$ cat src/rtl/pcache_pkg.sv
package pcache_pkg;
    localparam logic [1:0] WPOL_WT_NA = 2'd0;
    localparam logic [1:0] WPOL_WT_AL = 2'd1;
    localparam logic [1:0] RPL_RAND   = 2'd0;
    localparam logic [1:0] RPL_LRU    = 2'd1;

    typedef enum logic [2:0] {
        ST_IDLE, ST_LOOK, ST_EVICT, ST_FILL, ST_POST, ST_WTHRU, ST_BYPASS
    } pc_state_e;
endpackage

$ cat src/rtl/pcache_lfsr.sv
module pcache_lfsr #(
    parameter int W     = 16,
    parameter int OUT_W = 1
) (
    input  logic             clk,
    input  logic             rst_n,
    output logic [OUT_W-1:0] rnd
);
    logic [W-1:0] sr_d, sr_q;

    always_comb begin
        sr_d = {sr_q[W-2:0], sr_q[W-1] ^ sr_q[W-2] ^ sr_q[W-4] ^ sr_q[3]};
    end

    always_ff @(posedge clk or negedge rst_n) begin
        if (!rst_n) sr_q <= W'(1);
        else        sr_q <= sr_d;
    end

    assign rnd = sr_q[OUT_W-1:0];
endmodule

$ cat src/rtl/pcache_tagcmp.sv
module pcache_tagcmp #(
    parameter int WAYS  = 2,
    parameter int TAG_W = 27,
    localparam int IW   = $clog2(WAYS)
) (
    input  logic [WAYS-1:0]             vld,
    input  logic [WAYS-1:0][TAG_W-1:0]  tags,
    input  logic [TAG_W-1:0]            tag,
    output logic                        hit,
    output logic [IW-1:0]               hit_way
);
    logic [WAYS-1:0] match;

    for (genvar g = 0; g < WAYS; g++) begin : g_way
        assign match[g] = vld[g] && (tags[g] == tag);
    end

    always_comb begin
        hit_way = '0;
        for (int k = 0; k < WAYS; k++) begin
            if (match[k]) hit_way = IW'(k);
        end
    end

    assign hit = |match;
endmodule

$ cat src/rtl/pcache_victim.sv
module pcache_victim #(
    parameter int WAYS  = 2,
    parameter int LFU_W = 4,
    localparam int IW   = $clog2(WAYS)
) (
    input  logic [1:0]                  repl,
    input  logic [WAYS-1:0]             vld,
    input  logic [WAYS-1:0][IW-1:0]     age,
    input  logic [WAYS-1:0][LFU_W-1:0]  freq,
    input  logic [IW-1:0]               rnd,
    output logic [IW-1:0]               way
);
    import pcache_pkg::*;

    logic             found;
    logic [LFU_W-1:0] best;

    always_comb begin
        way   = '0;
        found = 1'b0;
        best  = freq[0];
        for (int k = 0; k < WAYS; k++) begin
            if (!vld[k] && !found) begin
                way   = IW'(k);
                found = 1'b1;
            end
        end
        if (!found) begin
            if (repl == RPL_RAND) begin
                way = rnd;
            end else if (repl == RPL_LRU) begin
                for (int k = 0; k < WAYS; k++) begin
                    if (age[k] == IW'(WAYS - 1)) way = IW'(k);
                end
            end else begin
                for (int k = 1; k < WAYS; k++) begin
                    if (freq[k] < best) begin
                        best = freq[k];
                        way  = IW'(k);
                    end
                end
            end
        end
    end
endmodule

$ cat src/rtl/policy_cache.sv
module policy_cache #(
    parameter int WAYS  = 2,
    parameter int SETS  = 4,
    parameter int WORDS = 2,
    parameter int LFU_W = 4,
    parameter int CNT_W = 32
) (
    input  logic             clk,
    input  logic             rst_n,
    input  logic             cfg_enable,
    input  logic [1:0]       cfg_wpol,
    input  logic [1:0]       cfg_repl,
    input  logic [31:0]      unc_lo,
    input  logic [31:0]      unc_hi,
    input  logic             cpu_req,
    input  logic             cpu_we,
    input  logic [31:0]      cpu_addr,
    input  logic [31:0]      cpu_wdata,
    output logic [31:0]      cpu_rdata,
    output logic             cpu_busy,
    output logic             cpu_done,
    output logic             mem_req,
    output logic             mem_we,
    output logic [31:0]      mem_addr,
    output logic [31:0]      mem_wdata,
    input  logic [31:0]      mem_rdata,
    input  logic             mem_ready,
    output logic [CNT_W-1:0] hit_cnt,
    output logic [CNT_W-1:0] miss_cnt,
    output logic [CNT_W-1:0] mem_rd_cnt,
    output logic [CNT_W-1:0] mem_wr_cnt
);
    import pcache_pkg::*;

    localparam int IW    = $clog2(WAYS);
    localparam int OFF_W = $clog2(WORDS);
    localparam int IDX_W = $clog2(SETS);
    localparam int TAG_W = 30 - OFF_W - IDX_W;

    typedef logic [WAYS-1:0][IW-1:0] age_row_t;

    typedef struct packed {
        pc_state_e                                     st;
        logic                                          we;
        logic [31:0]                                   addr;
        logic [31:0]                                   wdata;
        logic [IW-1:0]                                 way;
        logic [OFF_W-1:0]                              beat;
        logic                                          done;
        logic [31:0]                                   rdata;
        logic [SETS-1:0][WAYS-1:0]                     vld;
        logic [SETS-1:0][WAYS-1:0]                     dty;
        logic [SETS-1:0][WAYS-1:0][TAG_W-1:0]          tag;
        logic [SETS-1:0][WAYS-1:0][WORDS-1:0][31:0]    dat;
        logic [SETS-1:0]                               age_pad;
        age_row_t [SETS-1:0]                           age;
        logic [SETS-1:0][WAYS-1:0][LFU_W-1:0]          freq;
        logic [CNT_W-1:0]                              n_hit;
        logic [CNT_W-1:0]                              n_miss;
        logic [CNT_W-1:0]                              n_rd;
        logic [CNT_W-1:0]                              n_wr;
    } cache_st_t;

    cache_st_t s_d, s_q;

    // Move way w to most recent; ways younger than it age by one.
    function automatic age_row_t lru_touch(input age_row_t r, input logic [IW-1:0] w);
        age_row_t o;
        o = r;
        for (int k = 0; k < WAYS; k++) begin
            if (IW'(k) == w)      o[k] = '0;
            else if (r[k] < r[w]) o[k] = r[k] + IW'(1);
        end
        return o;
    endfunction

    logic [IDX_W-1:0] set_i;
    logic [OFF_W-1:0] wrd_i;
    logic [TAG_W-1:0] tag_i;
    logic             bypass;
    logic             is_wb;
    logic             last_beat;
    logic             hit;
    logic [IW-1:0]    hit_way;
    logic [IW-1:0]    vict_way;
    logic [IW-1:0]    rnd;

    assign set_i     = s_q.addr[2+OFF_W +: IDX_W];
    assign wrd_i     = s_q.addr[2 +: OFF_W];
    assign tag_i     = s_q.addr[31 -: TAG_W];
    assign bypass    = !cfg_enable || (s_q.addr >= unc_lo && s_q.addr <= unc_hi);
    assign is_wb     = cfg_wpol[1];
    assign last_beat = (s_q.beat == OFF_W'(WORDS - 1));

    pcache_lfsr #(.W(16), .OUT_W(IW)) u_lfsr (
        .clk (clk),
        .rst_n (rst_n),
        .rnd (rnd)
    );

    pcache_tagcmp #(.WAYS(WAYS), .TAG_W(TAG_W)) u_cmp (
        .vld     (s_q.vld[set_i]),
        .tags    (s_q.tag[set_i]),
        .tag     (tag_i),
        .hit     (hit),
        .hit_way (hit_way)
    );

    pcache_victim #(.WAYS(WAYS), .LFU_W(LFU_W)) u_vic (
        .repl (cfg_repl),
        .vld  (s_q.vld[set_i]),
        .age  (s_q.age[set_i]),
        .freq (s_q.freq[set_i]),
        .rnd  (rnd),
        .way  (vict_way)
    );

    always_comb begin
        s_d      = s_q;
        s_d.done = 1'b0;
        unique case (s_q.st)
            ST_IDLE: begin
                if (cpu_req) begin
                    s_d.addr  = cpu_addr;
                    s_d.we    = cpu_we;
                    s_d.wdata = cpu_wdata;
                    s_d.st    = ST_LOOK;
                end
            end
            ST_LOOK: begin
                if (bypass) begin
                    s_d.st = ST_BYPASS;
                end else if (hit) begin
                    s_d.n_hit       = s_q.n_hit + CNT_W'(1);
                    s_d.way         = hit_way;
                    s_d.age[set_i]  = lru_touch(s_q.age[set_i], hit_way);
                    if (s_q.freq[set_i][hit_way] != '1)
                        s_d.freq[set_i][hit_way] = s_q.freq[set_i][hit_way] + LFU_W'(1);
                    if (!s_q.we) begin
                        s_d.rdata = s_q.dat[set_i][hit_way][wrd_i];
                        s_d.done  = 1'b1;
                        s_d.st    = ST_IDLE;
                    end else begin
                        s_d.dat[set_i][hit_way][wrd_i] = s_q.wdata;
                        if (is_wb) begin
                            s_d.dty[set_i][hit_way] = 1'b1;
                            s_d.done                = 1'b1;
                            s_d.st                  = ST_IDLE;
                        end else begin
                            s_d.st = ST_WTHRU;
                        end
                    end
                end else begin
                    s_d.n_miss = s_q.n_miss + CNT_W'(1);
                    if (s_q.we && cfg_wpol == WPOL_WT_NA) begin
                        s_d.st = ST_WTHRU;
                    end else begin
                        s_d.way  = vict_way;
                        s_d.beat = '0;
                        if (s_q.vld[set_i][vict_way] && s_q.dty[set_i][vict_way])
                            s_d.st = ST_EVICT;
                        else
                            s_d.st = ST_FILL;
                    end
                end
            end
            ST_EVICT: begin
                if (mem_ready) begin
                    s_d.n_wr = s_q.n_wr + CNT_W'(1);
                    if (last_beat) begin
                        s_d.vld[set_i][s_q.way] = 1'b0;
                        s_d.dty[set_i][s_q.way] = 1'b0;
                        s_d.beat                = '0;
                        s_d.st                  = ST_FILL;
                    end else begin
                        s_d.beat = s_q.beat + OFF_W'(1);
                    end
                end
            end
            ST_FILL: begin
                if (mem_ready) begin
                    s_d.dat[set_i][s_q.way][s_q.beat] = mem_rdata;
                    s_d.n_rd = s_q.n_rd + CNT_W'(1);
                    if (last_beat) begin
                        s_d.vld[set_i][s_q.way]  = 1'b1;
                        s_d.dty[set_i][s_q.way]  = 1'b0;
                        s_d.tag[set_i][s_q.way]  = tag_i;
                        s_d.freq[set_i][s_q.way] = '0;
                        s_d.age[set_i]           = lru_touch(s_q.age[set_i], s_q.way);
                        s_d.st                   = ST_POST;
                    end else begin
                        s_d.beat = s_q.beat + OFF_W'(1);
                    end
                end
            end
            ST_POST: begin
                if (!s_q.we) begin
                    s_d.rdata = s_q.dat[set_i][s_q.way][wrd_i];
                    s_d.done  = 1'b1;
                    s_d.st    = ST_IDLE;
                end else begin
                    s_d.dat[set_i][s_q.way][wrd_i] = s_q.wdata;
                    if (is_wb) begin
                        s_d.dty[set_i][s_q.way] = 1'b1;
                        s_d.done                = 1'b1;
                        s_d.st                  = ST_IDLE;
                    end else begin
                        s_d.st = ST_WTHRU;
                    end
                end
            end
            ST_WTHRU: begin
                if (mem_ready) begin
                    s_d.n_wr = s_q.n_wr + CNT_W'(1);
                    s_d.done = 1'b1;
                    s_d.st   = ST_IDLE;
                end
            end
            ST_BYPASS: begin
                if (mem_ready) begin
                    if (s_q.we) begin
                        s_d.n_wr = s_q.n_wr + CNT_W'(1);
                    end else begin
                        s_d.n_rd  = s_q.n_rd + CNT_W'(1);
                        s_d.rdata = mem_rdata;
                    end
                    s_d.done = 1'b1;
                    s_d.st   = ST_IDLE;
                end
            end
            default: s_d.st = ST_IDLE;
        endcase
    end

    always_ff @(posedge clk or negedge rst_n) begin
        if (!rst_n) begin
            s_q    <= '0;
            s_q.st <= ST_IDLE;
            for (int s = 0; s < SETS; s++) begin
                for (int w = 0; w < WAYS; w++) begin
                    s_q.age[s][w] <= IW'(w);
                end
            end
        end else begin
            s_q <= s_d;
        end
    end

    always_comb begin
        mem_req   = 1'b0;
        mem_we    = 1'b0;
        mem_addr  = {s_q.addr[31:2], 2'b00};
        mem_wdata = s_q.wdata;
        unique case (s_q.st)
            ST_EVICT: begin
                mem_req   = 1'b1;
                mem_we    = 1'b1;
                mem_addr  = {s_q.tag[set_i][s_q.way], set_i, s_q.beat, 2'b00};
                mem_wdata = s_q.dat[set_i][s_q.way][s_q.beat];
            end
            ST_FILL: begin
                mem_req  = 1'b1;
                mem_addr = {tag_i, set_i, s_q.beat, 2'b00};
            end
            ST_WTHRU: begin
                mem_req = 1'b1;
                mem_we  = 1'b1;
            end
            ST_BYPASS: begin
                mem_req = 1'b1;
                mem_we  = s_q.we;
            end
            default: ;
        endcase
    end

    assign cpu_busy   = (s_q.st != ST_IDLE);
    assign cpu_done   = s_q.done;
    assign cpu_rdata  = s_q.rdata;
    assign hit_cnt    = s_q.n_hit;
    assign miss_cnt   = s_q.n_miss;
    assign mem_rd_cnt = s_q.n_rd;
    assign mem_wr_cnt = s_q.n_wr;
endmodule

$ cat config.mk
export PLATFORM = sky130hd
export DESIGN_NAME = policy_cache
export DESIGN_NICKNAME = d
export VERILOG_FILES = /design/src/rtl/pcache_pkg.sv /design/src/rtl/pcache_lfsr.sv /design/src/rtl/pcache_tagcmp.sv /design/src/rtl/pcache_victim.sv /design/src/rtl/policy_cache.sv
export SDC_FILE = /design/constraint.sdc
export NUM_CORES = 2
export LEC_CHECK = 0
export BUFFER_PORTS_ARGS = -buffer_cell sky130_fd_sc_hd__buf_2
export CAP_MARGIN = 20
export CORE_MARGIN = 2
export CORE_UTILIZATION = 40
export CTS_CLUSTER_DIAMETER = 30
export DETAILED_ROUTE_END_ITERATION = 7
export PLACE_DENSITY_LB_ADDON = 0.08
export SYNTH_ARGS = -nofsm -noshare
export SYNTH_HDL_FRONTEND = slang
export SYNTH_SLANG_ARGS = --single-unit
$ cat constraint.sdc
create_clock -name clk -period 6.35 [get_ports clk]
set_clock_uncertainty 0.1 [all_clocks]
set_input_delay 0.635 -clock clk [delete_from_list [all_inputs] [get_ports clk]]
set_output_delay 0.635 -clock clk [all_outputs]
set_load 0.01 [all_outputs]
### Yosys cells after proc, flatten, opt, wreduce, memory -nomap -nowiden

Cells that the tools add are included.

* flip-flop bits (word level): 1031
* bits of input ports: 170
* output and inout bits: 228
* logic and storage cells: 353

* add/subtract/negate cells: 8
* magnitude comparators: 18
* equal/unequal tests: 32
* muxes and demuxes: 176
* bitwise operators: 13
* reduce and logical (&&, ||, !) cells: 45

Operator list (number)
* $mux 512: 4
* $bwmux 512: 3
* $pmux 512 s3: 1
* $demux 128 s2: 3
* $mux 744: 1
* $mux 32: 18
* $mux 128: 4
* $mux 64: 8
* $bmux 128 s2: 1
* $mux 232: 1
* $bwmux 216: 1
* $demux 64 s1: 3
* $pmux 32 s2: 3
* $add 32x1->32 const B: 4
* $bmux 54 s2: 1
* $demux 54 s2: 1
* $mux 54: 2
* $mux 104: 1
* $pmux 32 s3: 1
* $mux 27: 3
* $mux 40: 2
* $pmux 40 s2: 1
* $mux 72: 1
* $mux 8: 9
* 66 further kinds: 215

### Depth between registers and ports, before layout

* word-level depth: 18
* gate-level depth with buffers: 22
* depth with buffers taken out: 14

### Modules after synthesis

From an unflattened synthesis, not the netlist that was laid out.

* cell total of the unflattened synthesis: 6441
* area total of the unflattened synthesis: 60715.7 um^2

Modules (own cells, without submodules)
* policy_cache: times used 1, cells an instance 6332, area an instance 59575.9 um^2, sequential area each 25404.4 um^2
* pcache_tagcmp: times used 1, cells an instance 74, area an instance 605.6 um^2, sequential area each 0.0 um^2
* pcache_lfsr: times used 1, cells an instance 19, area an instance 427.9 um^2, sequential area each 401.6 um^2
* pcache_victim: times used 1, cells an instance 16, area an instance 106.4 um^2, sequential area each 0.0 um^2

### Worst setup path before layout

Ideal clock, no wire load.

* kind: reg2reg
* start point: register s_q[986] (netlist name)
* end point: register s_q[155] (netlist name)
* data arrival time: 4.558 ns
* path slack: 1.609 ns
* stages on the path, launching flop included: 20
* path buffers: 5
* path through: dfrtp_1 -> buf_6 -> buf_6 -> buf_6 -> mux4_2 -> xor2_1 -> nor4_2 -> o2111ai_1 -> or4_1 -> buf_2 -> clkbuf_1 -> nand2_1 -> nand2_1 -> ha_1 -> nand4_1 -> inv_1 -> mux2i_1 -> nand3_1 -> or4_1 -> o21ai_0

* cells in the longest elaborated chain, start to end: 16
* elaborated cells on any way between the ends: 45
* those cells by class: add/sub: 1; order compare: 6; eq/ne: 6; mux: 22; bitwise: 2; reduce/logical: 8

RTL lines
* start: declaration: line policy_cache.sv:64 `cache_st_t s_d, s_q;`
* $bmux 54 s2: line policy_cache.sv:103 `.tags (s_q.tag[set_i]),`
* $mux 54 (implied by the code): line policy_cache.sv:103
* $eq 27x27->1: line pcache_tagcmp.sv:15 `assign match[g] = vld[g] && (tags[g] == tag);`
* $logic_and 1x1->1: line pcache_tagcmp.sv:15
* $mux 1: line pcache_tagcmp.sv:21 `if (match[k]) hit_way = IW'(k);`
* $lt 1x2->1 (implied by the code) or $ge 1x1->1 (tied branches): line policy_cache.sv:138 `s_d.freq[set_i][hit_way] = s_q.freq[set_i][hit_way] + LFU_W'(1);`
* $logic_and 1x1->1 (implied by the code): line policy_cache.sv:138
* $mux 4 (implied by the code): line policy_cache.sv:138
* $demux 4 s1: line policy_cache.sv:138
* $mux 8 (implied by the code): line policy_cache.sv:138
* $demux 8 s2: line policy_cache.sv:138
* $bwmux 32: line policy_cache.sv:138
* $mux 32: line policy_cache.sv:137 `if (s_q.freq[set_i][hit_way] != '1)`
* $mux 72: line policy_cache.sv:133 `end else if (hit) begin`
* $mux 104: line policy_cache.sv:131 `if (bypass) begin`
* $pmux 40 s2: line policy_cache.sv:121 `unique case (s_q.st)`

Several ways; a longest one is shown, not always the timed one. The select of a mux whose other input is x is not followed.
A chain may end at the register's enable or synchronous reset.

### Worst setup path in the final report

* start point: register s_q[986] (netlist name)
* end point: output mem_wdata[16]

* cells in the longest elaborated chain, start to end: 7

RTL lines
* $bmux 128 s2: line policy_cache.sv:259 `mem_wdata = s_q.dat[set_i][s_q.way][s_q.beat];`
* $mux 128 (implied by the code): line policy_cache.sv:259
* $mux 64 (implied by the code) (2 in series): line policy_cache.sv:259
* $mux 32 (implied by the code) (2 in series): line policy_cache.sv:259
* $mux 32: line policy_cache.sv:254 `unique case (s_q.st)`
* end: declaration: line policy_cache.sv:25 `output logic [31:0] mem_wdata,`

Every way passes these cells. The select of a mux whose other input is x is not followed.

==> results.toml <==
[synth]
synth-seq-area-share = 0.3600
ys_warn_count = 0
synth_commonest_cells = "1,111 x mux2i_1, 1,026 x dfrtp_1, 516 x clkbuf_1, 391 x o22ai_1, 388 x o21a_1"
synth_top_cell_area_share = 0.3582
synth-edff-count = 0
ys_seq_elements = 1031
synth_ff_type = "dfrtp_1"
syn_area_per_cell_um2 = 10.72
yosys-top-cells-area = "dfrtp_1 36%, mux2i_1 16%, mux4_2 6.9%"
synth_cells = 6690
yosysTopAreaCell = "dfrtp_1"
async_flop_share = 1.000
syn-cell-area_um2 = 71690
synth_cell_types = 85
synth_most_common_cell = "mux2i_1"

[grt]
grt_max_degree = 180
overflow = 0
grt_util_all_layers = 0.3133
grt_pass1_wl_um = 426300
antenna_found_initial = 11
grt_pass1_vias = 60250

[power]
leakage_nw = 37.09
peakVddDrop_v = 0.0004675
p_total_mw = 53.22
powerDensity_nw_per_um2 = 615.5

[route]
drt_iter0_drc = 6249
routed_wl_um = 293200
num_vias = 60390
wire_per_inst_um = 31.30
drtPass1Iterations = 6
viasPerCell = 6.447
drcViolationCount = 0
ant_nets = 0

[worst_setup_path]
start_kind = "register"
critical_path.cell_chain = "buf_4, buf_4, buf_4, buf_6, mux4_2, mux2_2, a21oi_1, o21ai_0, buf_2"
crit_fanout = 40
cpPeakStageDelay_ps = 770
critPathMostFrequentCell = "buf_4"
worstSetupEndpointType = "output port"
critPathSlowestCell = "dfrtp_4"
required_ps = 5610
crit_type = "reg -> out"
arrival_ps = 5140

[floorplanning]
start_util = 0.4022
core_area_um2 = 178200
dieArea_um2 = 182600
io-pin-count = 398
row_count = 155
fp.dieW_um = 427.3
die_height_um = 427.3

[place]
pre_cts_ws_ps = 590.2
portBuffers = 395
gp_congestion = 0.8645
place_hpwl_um = 168600

[cts]
cts.sinks = 1031
cts-root-buf = "clkbuf_16"
htreeDepth = 5
cts_tree = "built"
clockBufferDepth = 4
clk-insertion-delay-late_ps = 920
cts_buffers = 354
clkSlewWorstSetupHoldPaths_ps = 50

[status]
run_status = "completed"

[cells_and_area]
syn2layout_area_growth_pct = 20.62
nets = 6992
drive_gt1_frac = 0.2586

[timing]
slew_viol_final = 0
fin_crit_ps = 5875
max_slew_margin = 0.2261
setup_violations = 0
finalHoldViolCount = 0
worstMarginPinSlew_ps = 1161
worst_slack_ps = 475.0
fin_setup_tns_ps = 0
rsz0062_at_grt = "no"
fmax_ghz = 0.1702
post-route-period-util = 0.9252

[min_path]
hp-class = "in -> reg"

[job]
maxCapViolCount = 0
==> cells in the final DEF (no fill, tap or decap), types with 14 or more instances in the layout <==
cell,count
o221ai_1,129
inv_1,101
and4_1,14
mux4_2,219
ha_1,72
o21ai_0,297
bufinv_16,31
xor2_1,51
clkbuf_1,66
buf_4,176
mux2_2,320
nand2b_1,16
xnor2_1,123
nor3_1,27
dlygate4sd3_1,68
buf_2,394
nor2_1,159
o22ai_1,391
a21oi_1,102
clkinv_2,63
o32a_1,384
nand2_1,252
clkbuf_8,73
nand4_1,42
o21a_1,388
clkbuf_16,360
nand3_1,45
buf_12,38
dfrtp_1,1021
a21oi_4,17
a21o_1,54
o22a_1,129
and3_1,26
mux2i_1,1111
==> path summary, 6_finish.rpt <==
check / from / endpoint / slack (ps) / depth (start not counted)
worst min register to register: u_lfsr.sr_q[13]$_DFF_PN0_ / u_lfsr.sr_q[14]$_DFF_PN0_ / 240 / 0
min in group asynchronous: rst_n / mem_rd_cnt[14]$_DFFE_PN0P_ / 280 / 2
max in group asynchronous: rst_n / s_q[540]$_DFFE_PN0P_ / 4360 / 3
worst min-delay path: cpu_req / s_q[1016]$_DFFE_PN0P_ / 190 / 5
worst max-delay path: s_q[986]$_DFFE_PN0P_ / mem_wdata[16] / 480 / 9
worst max register to register: s_q[987]$_DFFE_PN0P_ / s_q[210]$_DFFE_PN0P_ / 670 / 11
==> where the power goes <==
| group | internal [mW] | total (mW) | switching [mW] |
|---|---|---|---|
| clock network | 12.2 | 17.0 | 4.80 |
| logic | 10.4 | 24.0 | 13.6 |
| registers | 9.17 | 12.2 | 2.99 |
==> stage by stage <==
| stage | utilization | hold WS (ps) | cells | instance area, um^2 |
|---|---|---|---|---|
| floorplan | - | 231.2 | 6691 | 71690 |
| global placement | 0.4143 | 232.5 | 8672 | 73850 |
| detailed placement | 0.4146 | 237.1 | 8674 | 73890 |
| CTS | 0.4840 | 119.7 | 9355 | 86270 |
| global route | 0.4851 | 233.1 | 9366 | 86460 |
| finish | 0.4851 | 186.2 | 9367 | 86470 |
==> sequential cells by signal, indices dropped and copies added, names as in the netlist <==
name         flops
last_beat        1
u_lfsr.sr_q     16
s_q            853
cpu_rdata       32
cpu_done         1
hit_cnt         32
mem_wr_cnt      32
mem_rd_cnt      32
miss_cnt        32
==> timing repair <==
action,CTS,global route
setup buffers,0,1
endpoints found under the hold margin,131,0
hold buffers,68,0
endpoints found under the setup margin,8,4
gates resized for setup,1,0
==> critical path: cells and delay by family, from the launching register on <==
kind,cells,cell delay [ps]
flip-flops,1,770
buffers and inverters,5,1950
AO/OA/AOI/OAI,2,710
multiplexers,2,740
==> routing by layer <==
layer	vias to the layer above	track usage	wire (um)
li1	25730	-	-
met3	734	0.06560	20980
met4	6	0.1476	13600
met2	2617	0.4834	133600
met5	-	0	23
met1	31310	0.4193	125000
==> cells by family (layout without fill, tap and decap cells) <==
family          Yosys count  count (layout)  share of synthesized area
xor+xnor                174             174                    0.02126
flops                  1031            1031                     0.3600
fa+ha+maj                73              73                    0.01271
other cells               1               7                 0.00005231
buf+inv                1087            1403                    0.07823
compound gates         1972            1972                     0.2068
mux                    1657            1657                     0.2755
simple gates            695             695                    0.04547
==> area by class of cell <==
| class | count | area, um^2 |
|---|---|---|
| multi-input combinational | 4573 | 40640 |
| fill | 16210 | 91760 |
| timing repair buffer | 685 | 4954 |
| clock inverter | 114 | 1429 |
| antenna | 5 | 12.51 |
| inverter | 105 | 399.1 |
| clock buffer | 499 | 10260 |
| tap | 2355 | 2947 |
| sequential | 1031 | 25820 |
No activity file was read; power rests on OpenSTA's default activity.
